==> src/rtl/intr_enable_ctl.sv <==
module intr_enable_ctl #(
  parameter int          DW         = 32,
  parameter int          AW         = 2,
  parameter logic [31:0] SRC_MASK   = 32'h4000_007F,
  parameter int          MASTER_BIT = 31
) (
  input  logic          clk,
  input  logic          rst,
  input  logic          bus_wr,
  input  logic [AW-1:0] bus_addr,
  input  logic [DW-1:0] bus_wdata,
  output logic [DW-1:0] bus_rdata,
  input  logic [DW-1:0] evt_in,
  output logic          irq
);
  localparam logic [DW-1:0] SRC_M   = SRC_MASK[DW-1:0];
  localparam logic [DW-1:0] EN_MASK = SRC_M | (DW'(1) << MASTER_BIT);
  localparam logic [AW-1:0] A_STS   = AW'(0);
  localparam logic [AW-1:0] A_SET   = AW'(1);
  localparam logic [AW-1:0] A_CLR   = AW'(2);

  logic [DW-1:0] en_q, sts_q;
  logic          wr_sts, wr_set, wr_clr;

  assign wr_sts = bus_wr && (bus_addr == A_STS);
  assign wr_set = bus_wr && (bus_addr == A_SET);
  assign wr_clr = bus_wr && (bus_addr == A_CLR);

  always_ff @(posedge clk) begin
    if (rst) begin
      en_q  <= '0;
      sts_q <= '0;
    end else begin
      if (wr_set)
        en_q <= (en_q | bus_wdata) & EN_MASK;
      else if (wr_clr)
        en_q <= en_q & ~bus_wdata;
      sts_q <= ((sts_q & ~(wr_sts ? bus_wdata : '0)) | evt_in) & SRC_M;
    end
  end

  assign irq = en_q[MASTER_BIT] & |(sts_q & en_q & SRC_M);

  always_comb begin
    unique case (bus_addr)
      A_STS:        bus_rdata = sts_q;
      A_SET, A_CLR: bus_rdata = en_q;
      default:      bus_rdata = '0;
    endcase
  end
endmodule


==> config.mk <==
export PLATFORM = sky130hd
export DESIGN_NAME = intr_enable_ctl
export DESIGN_NICKNAME = d
export VERILOG_FILES = /design/src/rtl/intr_enable_ctl.sv
export SDC_FILE = /design/constraint.sdc
export NUM_CORES = 1
export LEC_CHECK = 0
export ABC_CLOCK_PERIOD_IN_PS = 1600
export CAP_MARGIN = 20
export CORE_UTILIZATION = 38
export CTS_BUF_LIST = sky130_fd_sc_hd__clkbuf_16
export DETAILED_ROUTE_END_ITERATION = 8
export PLACE_DENSITY_LB_ADDON = 0.3
export SLEW_MARGIN = 30
export SYNTH_ARGS = -nofsm -noshare
export SYNTH_HDL_FRONTEND = slang
export SYNTH_SLANG_ARGS = --single-unit
==> constraint.sdc <==
create_clock -name clk -period 1.6 [get_ports clk]
set_input_delay 0.32 -clock clk [delete_from_list [all_inputs] [get_ports clk]]
set_output_delay 0.32 -clock clk [all_outputs]
set_load 0.02 [all_outputs]
**Word-level counts from Yosys, hierarchy flattened**

Cells that the tools add are included.

- Bits in registers: 40
- Input bits: 69

- Bitwise logic cells: 8
- Mux-type cells: 4
- Reduce and logical (&&, ||, !) cells: 8
- Equal/unequal tests: 2

Operator list:

| cell | number |
|---|---|
| 2-to-1 mux 32 bit | 2 |
| one-hot mux 32 bit (2 select lines) | 1 |
| bitwise AND 31 bit | 2 |
| bitwise AND 32 bit | 1 |
| NOT 32 bit | 1 |
| bitwise OR 32 bit | 1 |
| 2-to-1 mux 31 bit | 1 |
| NOT 31 bit | 1 |
| bitwise OR 31 bit | 1 |
| OR reduction 8 bit | 1 |
| OR reduction 2 bit | 2 |
| logical AND 1 bit | 3 |
| equality test 2 x 1 -> 1 bit (second input constant) | 1 |
| equality test 2 bit (second input constant) | 1 |
| logical NOT 2 bit | 1 |
| nonzero test 2 bit | 1 |
| bitwise AND 1 bit | 1 |

**Depth between registers and ports, before layout**

- Word-level depth: 6
- Gate-level depth with buffers: 8
- Depth with buffers taken out: 5

**Least setup slack after synthesis**

OpenSTA, ideal clock, no wires.

- Path kind: input port to output port
- From: in bus_addr[0]
- To: out bus_rdata[1]
- Data required time: 1.280 ns
- Slack: -0.065 ns
- Arrival: 1.345 ns
- Path buffers: 1
- Stages: 5
- Path through: inv_1 ha_1 clkbuf_1 a22oi_1 nor2_1

- Cells in the longest elaborated chain, start to end: 3
- Elaborated cells between the ends (all ways): 5
- Classes of those cells: 2 x eq/ne; 1 x mux; 2 x reduce/logical

Ends and longest elaborated chain:

| what | line | source |
|---|---|---|
| from (decl) | 10 | `input logic [AW-1:0] bus_addr,` |
| equality test 2 x 1 -> 1 bit or equality test 2 bit (tied branches) | 45 | `unique case (bus_addr)` |
| OR reduction 2 bit | 45 |  |
| one-hot mux 32 bit (2 select lines) * | 45 |  |
| to (decl) | 12 | `output logic [DW-1:0] bus_rdata,` |

Mark *: on every way between the ends. The rest lies on a longest branch, timed or not.

**Worst setup path after layout**

Ends and elaborated chain as after synthesis.

==> qor.yml <==
grt_max_degree: 24
wl_per_cell_um: 14.1
grt_antenna_before_repair: 0
ys_seq_area_frac: 0.453
crit_type: "input pin to output port"
drcViolationCount: 0
critPathRequiredTime_ns: 1.28
synth_cells: 209
ctsLongestPathBuffers: 2
syn2layout_area_growth_pct: 67.5
syn_nets: 282
drtAntennaViolNets: 0
setup_slack_ns: 0.00577
io_pins: 102
synth_cell_types: 19
arrival_ns: 1.27
max_slew_margin: 0.810
core-area_mm2: 0.00441
pre_cts_ws_ns: -0.976
rows: 24
cts_sinks: 40
initial_utilization: 0.400
die_h_um: 70.2
die_area_mm2: 0.00493
endpoint_kind: "output port"
num_vias: 1783
power.density_mw_per_mm2: 806
dp_hpwl_mm: 3.36
port_buffers: 77
htree_levels: 2
nNetsFinal: 380
grt_remaining_overflow: 0
tightest_slew_ns: 0.284
period_needed_ns: 1.59
synth_area_mm2: 0.00177
finalSetupTns_ns: 0
r2r_start: "sts_q[1]"
crit_slowest_cell: "ha_4"
synth_seq_cells: 40
cp_top_family: "buffers and inverters"
n_antenna_cell: 0
critPathLaunch: "bus_addr[0]"
peakVddDrop_v: 0.000572
drv_slew: 0
regToRegEndpoint: "sts_q[1]"
cts_tree: "yes"
status: "complete, no violations"
grt_pass1_vias: 1834
fmax_mhz: 627
regArea_um2: 801
hp-class: "flop to flop"
die_width_um: 70.2
drt_iter0_drc: 75
synth_warnings: 0
reg2regPathDepth: 3
cpPeakStageDelay_ns: 0.28
path_cells: "buf_8 -> inv_6 -> ha_4 -> buf_16 -> a22oi_2 -> nor2_2 -> buf_6"
fin_util: 0.670
viasPerCell: 4.97
multi_input_area_um2: 913
r2r_slack_ns: 0.82
drive_above_1_share: 0.300
gr-usage-all-layers: 0.221
crit_buf_inv: 4
cts.reportedPaths.clkPinSlew_ns: 0.05
post-route-period-util: 0.996
p_total_uw: 2380
finalClockSkew_ns: 0
crit_path_max_fanout: 8
min_from: "en_q[25]"
synth_area_per_cell_um2: 8.45
cts_root_buffer: "clkbuf_16"
grt_pass1_wl_mm: 8.53
postCtsHoldBufs: 0
startpoint_type: "input pin"
routed_wl_mm: 5.04
fillCellCount: 367
gp_congestion: 0.807
rsz0062_at_grt: "true"
clkLatencyLatePin_ns: 0.27
hold_violations: 0
cts_buffers: 5
hold_end: "en_q[25]"
hold_depth: 1
dr.pass1.iters: 4
setup_viol: 0
p_leak_uw: 0.00133
drv_cap: 0
-- worst register-to-register path, delay by kind of cell (launching register included) --
family / cells / cell delay [ns]
DFF: 1 / 0.31
and+or+nand+nor: 1 / 0.06
AOI/OAI and AO/OA: 1 / 0.16
buffers and inverters: 1 / 0.14
-- synthesized netlist by cell type --
cell type,instances,area (um2)
a21oi_1,8,40.0
a22oi_1,20,150
a32oi_1,1,8.76
a41oi_1,1,8.76
and2_1,25,156
and2_4,1,8.76
and3_1,23,144
buf_1,1,3.75
buf_2,5,25.0
buf_4,1,7.51
buf_6,5,56.3
clkbuf_1,5,18.8
dfxtp_1,40,801
ha_1,4,50.1
inv_1,3,11.3
nand2_1,23,86.3
nand3_1,17,85.1
nor2_1,25,93.8
nor2_4,1,11.3
-- worst max path at each step --
stage / endpoint / slack [ns] / cells past startpoint
floorplan: bus_rdata[0] / 0.005 / 6
global placement: bus_rdata[0] / -0.87 / 7
detailed placement: bus_rdata[1] / -0.98 / 7
CTS: bus_rdata[1] / 0.0003 / 7
global route: bus_rdata[0] / -0.02 / 7
finish: bus_rdata[1] / 0.006 / 7
-- routing by layer --
metal,global-route usage,share of wire,vias to the layer above
li1,-,-,900
met1,0.284,0.45,799
met2,0.353,0.46,78
met3,0.0649,0.075,6
met4,0.0756,0.013,0
met5,0,0,-
-- metrics by stage --
stage / hold slack [ns] / std cells / instance area [um2]
global route: 0.486 / 359 / 2960
finish: 0.473 / 359 / 2960
detailed placement: 0.460 / 349 / 2750
CTS: 0.476 / 358 / 2900
global placement: 0.457 / 349 / 2750
floorplan: 0.437 / 209 / 1780
-- layout make-up --
class,count,share of cell area
tap,52,0.0220
sequential,40,0.271
clock buffer,5,0.0423
timing repair buffer,108,0.347
multi-input combinational,149,0.309
clock inverter,2,0.00296
inverter,3,0.00634
-- flip-flops by register name, indices dropped and copies added (netlist names) --
name   cells
en_q      32
sts_q      8
-- kinds of logic (layout without fill, tap and decap cells) --
| family | after synthesis | after routing | synth area share |
|---|---|---|---|
| adders and majority gates | 4 | 4 | 0.0283 |
| AOI/OAI and AO/OA | 30 | 30 | 0.118 |
| and+or+nand+nor | 115 | 115 | 0.331 |
| buffers and inverters | 20 | 118 | 0.0694 |
| DFF | 40 | 40 | 0.453 |
-- power breakdown --
part	internal, uW	leakage, uW	total (uW)	switching, uW
logic	257	0.000935	440	183
registers	1020	0.000325	1030	13.8
clock network	559	0.0000709	912	353
-- cells in the final DEF (no fill, tap or decap), drive strengths merged --
master,count
nand2,23
buf,66
a41oi,1
ha,4
clkinv,1
and2,26
a22oi,20
clkdlybuf4s50,42
a21oi,8
nand3,17
a32oi,1
and3,23
inv,4
nor2,26
clkbuf,5
dfxtp,40
-- what timing repair did --
| item | in CTS | in global routing |
|---|---|---|
| setup endpoints to repair | 33 | 8 |
| buffers inserted | 0 | 1 |
| gates cloned | 2 | 0 |
| pin swaps | 8 | 3 |
| resized for setup | 178 | 14 |
Note: power is estimated with default switching activity, not from simulation.
